<file path="src/rtl/pmp_pkg.sv">
package pmp_pkg;

    localparam int NUM_ENTRIES = 4;
    localparam int ADDR_W      = 32;
    localparam int DATA_W      = 32;
    localparam int CFG_W       = 8;

    localparam logic [1:0] PRIV_USER    = 2'd0;
    localparam logic [1:0] PRIV_SUPER   = 2'd1;
    localparam logic [1:0] PRIV_MACHINE = 2'd3;

    typedef enum logic [1:0] {
        MATCH_OFF   = 2'd0,
        MATCH_TOR   = 2'd1,
        MATCH_NA4   = 2'd2,
        MATCH_NAPOT = 2'd3
    } match_mode_e;

    typedef enum logic [1:0] {
        ACC_READ  = 2'd0,
        ACC_WRITE = 2'd1,
        ACC_EXEC  = 2'd2,
        ACC_BAD   = 2'd3
    } acc_type_e;

    typedef struct packed {
        logic        lock;
        match_mode_e mode;
        logic        x;
        logic        w;
        logic        r;
    } entry_cfg_t;

    function automatic logic [CFG_W-1:0] cfg_pack(entry_cfg_t c);
        return {c.lock, 2'b00, c.mode, c.x, c.w, c.r};
    endfunction

    function automatic entry_cfg_t cfg_unpack(logic [CFG_W-1:0] b);
        entry_cfg_t c;
        c.r    = b[0];
        c.w    = b[1];
        c.x    = b[2];
        c.mode = match_mode_e'(b[4:3]);
        c.lock = b[7];
        return c;
    endfunction

    function automatic logic perm_ok(entry_cfg_t c, acc_type_e t);
        case (t)
            ACC_READ:  return c.r;
            ACC_WRITE: return c.w;
            ACC_EXEC:  return c.x;
            default:   return 1'b0;
        endcase
    endfunction

endpackage

</file>
<file path="src/rtl/pmp_regs.sv">
module pmp_regs
    import pmp_pkg::*;
#(
    parameter int N      = NUM_ENTRIES,
    parameter int AW     = ADDR_W,
    parameter int DW     = DATA_W,
    localparam int IDX_W = (N > 1) ? $clog2(N) : 1,
    localparam int WA    = AW - 2
) (
    input  logic             clk,
    input  logic             rst,
    input  logic             wr_en,
    input  logic             sel,
    input  logic [IDX_W-1:0] idx,
    input  logic [DW-1:0]    wr_data,
    output logic [DW-1:0]    rd_data,
    output entry_cfg_t       cfg_o  [N],
    output logic [WA-1:0]    addr_o [N]
);

    entry_cfg_t    cfg_q  [N];
    logic [WA-1:0] addr_q [N];

    logic unused_hi;
    assign unused_hi = ^wr_data[DW-1:WA];

    for (genvar i = 0; i < N; i++) begin : g_entry
        logic hit_idx;
        assign hit_idx = (idx == IDX_W'(i));

        always_ff @(posedge clk) begin
            if (rst) begin
                cfg_q[i]  <= '0;
                addr_q[i] <= '0;
            end else if (wr_en && hit_idx && !cfg_q[i].lock) begin
                if (sel) addr_q[i] <= wr_data[WA-1:0];
                else     cfg_q[i]  <= cfg_unpack(wr_data[CFG_W-1:0]);
            end
        end

        // a locked entry never changes while reset stays low
        p_locked_frozen_r3: assert property (@(posedge clk) disable iff (rst)
            cfg_q[i].lock |=> ($stable(cfg_q[i]) && $stable(addr_q[i])));

        assign cfg_o[i]  = cfg_q[i];
        assign addr_o[i] = addr_q[i];
    end

    always_comb begin
        rd_data = '0;
        for (int i = 0; i < N; i++) begin
            if (idx == IDX_W'(i)) begin
                if (sel) rd_data = {{(DW-WA){1'b0}}, addr_q[i]};
                else     rd_data = {{(DW-CFG_W){1'b0}}, cfg_pack(cfg_q[i])};
            end
        end
    end

endmodule

</file>
<file path="config.mk">
export PLATFORM = sky130hd
export DESIGN_NAME = pmp_regs
export DESIGN_NICKNAME = d
export VERILOG_FILES = /design/src/rtl/pmp_pkg.sv /design/src/rtl/pmp_regs.sv
export SDC_FILE = /design/constraint.sdc
export NUM_CORES = 1
export LEC_CHECK = 0
export ABC_CLOCK_PERIOD_IN_PS = 3900
export BUFFER_PORTS_ARGS = -buffer_cell sky130_fd_sc_hd__buf_2
export CORE_MARGIN = 4
export CORE_UTILIZATION = 29
export DETAILED_ROUTE_END_ITERATION = 16
export PLACE_DENSITY = 0.47
export SYNTH_ARGS = -nofsm -noshare
export SYNTH_HDL_FRONTEND = slang
export SYNTH_SLANG_ARGS = --single-unit
export TNS_END_PERCENT = 30
</file>
<file path="constraint.sdc">
create_clock -name clk -period 3.9 [get_ports clk]
set_input_delay 0.195 -clock clk [delete_from_list [all_inputs] [get_ports clk]]
set_output_delay 0.195 -clock clk [all_outputs]
set_load 0.005 [all_outputs]
</file>
==> results.json <==
{
  "yosysSeqAreaShare_pct": 62.42,
  "first_iter_violations": 218,
  "cts_htree_levels": 4,
  "post-dp-hpwl_mm": 14.78,
  "portBuffers": 209,
  "startpoint_type": "primary input",
  "finalWirelength_mm": 22.01,
  "cts_setup_buffers": 0,
  "grt_antenna_before_repair": 0,
  "hold_end": "addr_q[2][21]",
  "syn_area_um2": 6928,
  "fin_setup_tns_ns": 0,
  "die_h_um": 162.6,
  "drv_slew": 0,
  "reg2reg_slack_ns": 1.67,
  "hold_buffers": 0,
  "avgSynthCellArea_um2": 15.16,
  "skew_ns": 0.01656,
  "synth_simple_gate_area_share_pct": 18.31,
  "r2r.worst_path.cells": 3,
  "p_leak_nw": 3.503,
  "status": "complete, no violations",
  "die_area_um2": 26430,
  "clock_path_buffers": 2,
  "grt_pass1_wl_mm": 32.31,
  "peakVddDrop_mv": 0.2667,
  "vias_per_cell": 4.863,
  "crit_family": "buffers and inverters",
  "worst_pin_slew_ns": 0.8862,
  "use_met1_pct": 21.42,
  "first_pass_iters": 4,
  "synth_top_family_by_area": "simple AND/OR/NAND/NOR gates",
  "critPathRequiredTime_ns": 3.70,
  "hold_viol_final": 0,
  "cts_buffers": 17,
  "crit_slowest_cell": "buf_2",
  "nFillCells": 2252,
  "diodes": 0,
  "postSynthCellCount": 457,
  "final_cells": 987,
  "num_vias": 4800,
  "placed_cells": 955,
  "synth-compound-area-share_pct": 0.9572,
  "nets": 693,
  "met3_usage_pct": 4.429,
  "mostFrequentLayoutCells": "buf_2 (209), edfxtp_1 (144), nor3_1 (72), nor3_2 (60), mux4_2 (36)",
  "yosys_warnings": 0,
  "clk_latency_ns": 0.42,
  "ant_nets": 0,
  "hold_path.class": "in -> reg",
  "path_common_cell": "buf_2",
  "setup_viol": 0,
  "post-place-ws_ns": 1.370,
  "cts_tree": "yes",
  "die_x_um": 162.6,
  "hold_depth": 3,
  "grtUsageMet2_pct": 27.09,
  "final.setup.worst_slack_ns": 1.384,
  "fin_crit_ns": 2.516,
  "areaGrowthSynthToFinish_pct": 28.95,
  "hp-start": "wr_data[21]",
  "critical_path_class": "in -> out",
  "top_usage_layer": "met2",
  "p_per_area_nw_per_um2": 449.3,
  "start_util_pct": 29.51,
  "cts.sinks": 144,
  "clkTransAtPathRegs_ns": 0.06,
  "post-route-util_pct": 38.06,
  "crit_buf_inv": 3,
  "rsz0062_at_grt": "false",
  "core_area_um2": 23470,
  "fmax_mhz": 397.4,
  "slew-limit-headroom_pct": 40.30,
  "final_layout_size_suffix_gt1_share_pct": 55.24,
  "muxShareOfSynthArea_pct": 12.68,
  "crit_path_end_kind": "output pin",
  "max_cap_violations": 0,
  "cts.repair.resized": 0,
  "ys_ff_latch": 144,
  "cp_data_arrival_time_ns": 2.32,
  "synth_xor_area_share_pct": 0,
  "gr-total-overflow": 0,
  "rr_startpoint": "cfg_q[0][5]",
  "cts-root-buf": "clkbuf_16",
  "gr-usage-all-layers_pct": 16.50,
  "drc": 0,
  "path_cells": "buf_2 -> buf_4 -> mux4_2 -> mux2_2 -> buf_2",
  "synthAdderAreaFrac_pct": 0,
  "rows": 56,
  "ios": 214,
  "max_stage_delay_ns": 0.63,
  "grt_pass1_vias": 5100,
  "avgRoutedWirePerCell_um": 22.30,
  "reg2reg_to": "cfg_q[0][5]",
  "finalCritPeriodShare_pct": 64.52,
  "layout_commonest_cell": "buf_2",
  "gp_congestion": 0.7720,
  "critPathMaxFanout": 32,
  "grt_max_degree": 33,
  "synth_cell_types": 27
}
==> worst max-delay path by stage <==
stage	to	from	depth (start not counted)	slack [ns]
final	rd_data[1]	sel	5	1.38
after global routing	rd_data[1]	sel	5	1.28
after CTS	rd_data[1]	sel	5	1.36
after detailed placement	rd_data[1]	sel	5	1.37
after global placement	rd_data[2]	sel	5	1.38
after floorplan	addr_q[1][0]	idx[1]	4	0.50
==> per-layer routing <==
| metal | part of all wire (%) | vias to the layer above |
|---|---|---|
| met4 | 1.8 | 0 |
| met5 | 0 | - |
| met3 | 7.3 | 23 |
| li1 | - | 2150 |
| met1 | 43 | 2424 |
| met2 | 48 | 203 |
==> sequential cells by signal (all words and copies together) (netlist names) <==
signal	cells
cfg_q	24
addr_q	120
==> where the power goes <==
| part | leakage, nW | total [mW] | switching (mW) | internal [mW] |
|---|---|---|---|---|
| clock | 0.304 | 1.80 | 0.660 | 1.14 |
| sequential | 1.50 | 1.81 | 0.0400 | 1.77 |
| combinational | 1.70 | 0.405 | 0.244 | 0.161 |
==> layout make-up <==
| cell class | instances | area (um2) | area share, % |
|---|---|---|---|
| repair buffers | 227 | 1181 | 13.22 |
| well taps | 319 | 399.1 | 4.468 |
| multi-input cells | 232 | 2263 | 25.34 |
| clock inverters | 14 | 212.7 | 2.381 |
| flip-flops and latches | 144 | 4324 | 48.40 |
| clock buffers | 18 | 429.2 | 4.804 |
| inverters | 33 | 123.9 | 1.387 |
==> cell usage after synthesis (all sizes together) <==
| cell type | n | area [um2] |
|---|---|---|
| a41o | 4 | 40.04 |
| and2 | 24 | 150.1 |
| buf | 27 | 178.9 |
| clkbuf | 22 | 83.83 |
| clkinv | 1 | 3.750 |
| conb | 1 | 3.750 |
| edfxtp | 144 | 4324 |
| inv | 32 | 120.1 |
| mux2 | 6 | 67.56 |
| mux4 | 36 | 810.8 |
| nand2 | 2 | 7.510 |
| nand2b | 2 | 12.51 |
| nand3b | 2 | 15.01 |
| nand4bb | 1 | 11.26 |
| nor2 | 2 | 7.510 |
| nor3 | 132 | 960.9 |
| nor4 | 12 | 75.07 |
| o21ai | 2 | 10.01 |
| o31ai | 1 | 7.510 |
| o41ai | 1 | 8.760 |
| or3b | 1 | 8.760 |
| or4b | 2 | 20.02 |
==> logic make-up after synthesis <==
logic type | after synthesis
and+or+nand+nor | 180
muxes | 42
buffers and inverters | 82
other | 1
AOI/OAI and AO/OA | 8
DFF | 144
==> per-stage QoR <==
step | power (mW) | hold WS [ns] | area, um2
after floorplan | 2.057 | 0.5067 | 6932
final | 4.014 | 0.2055 | 8934
after detailed placement | 2.260 | 0.6214 | 8292
after global placement | 2.254 | 0.6215 | 8292
after global routing | 4.154 | 0.2140 | 8934
after CTS | 4.056 | 0.1979 | 8934
==> tightest hold or removal path, cell delays in order <==
cell,delay (ns)
buf_2,0.08
inv_1,0.07
nor3_2,0.16
Note: power is estimated with default switching activity, not from simulation.
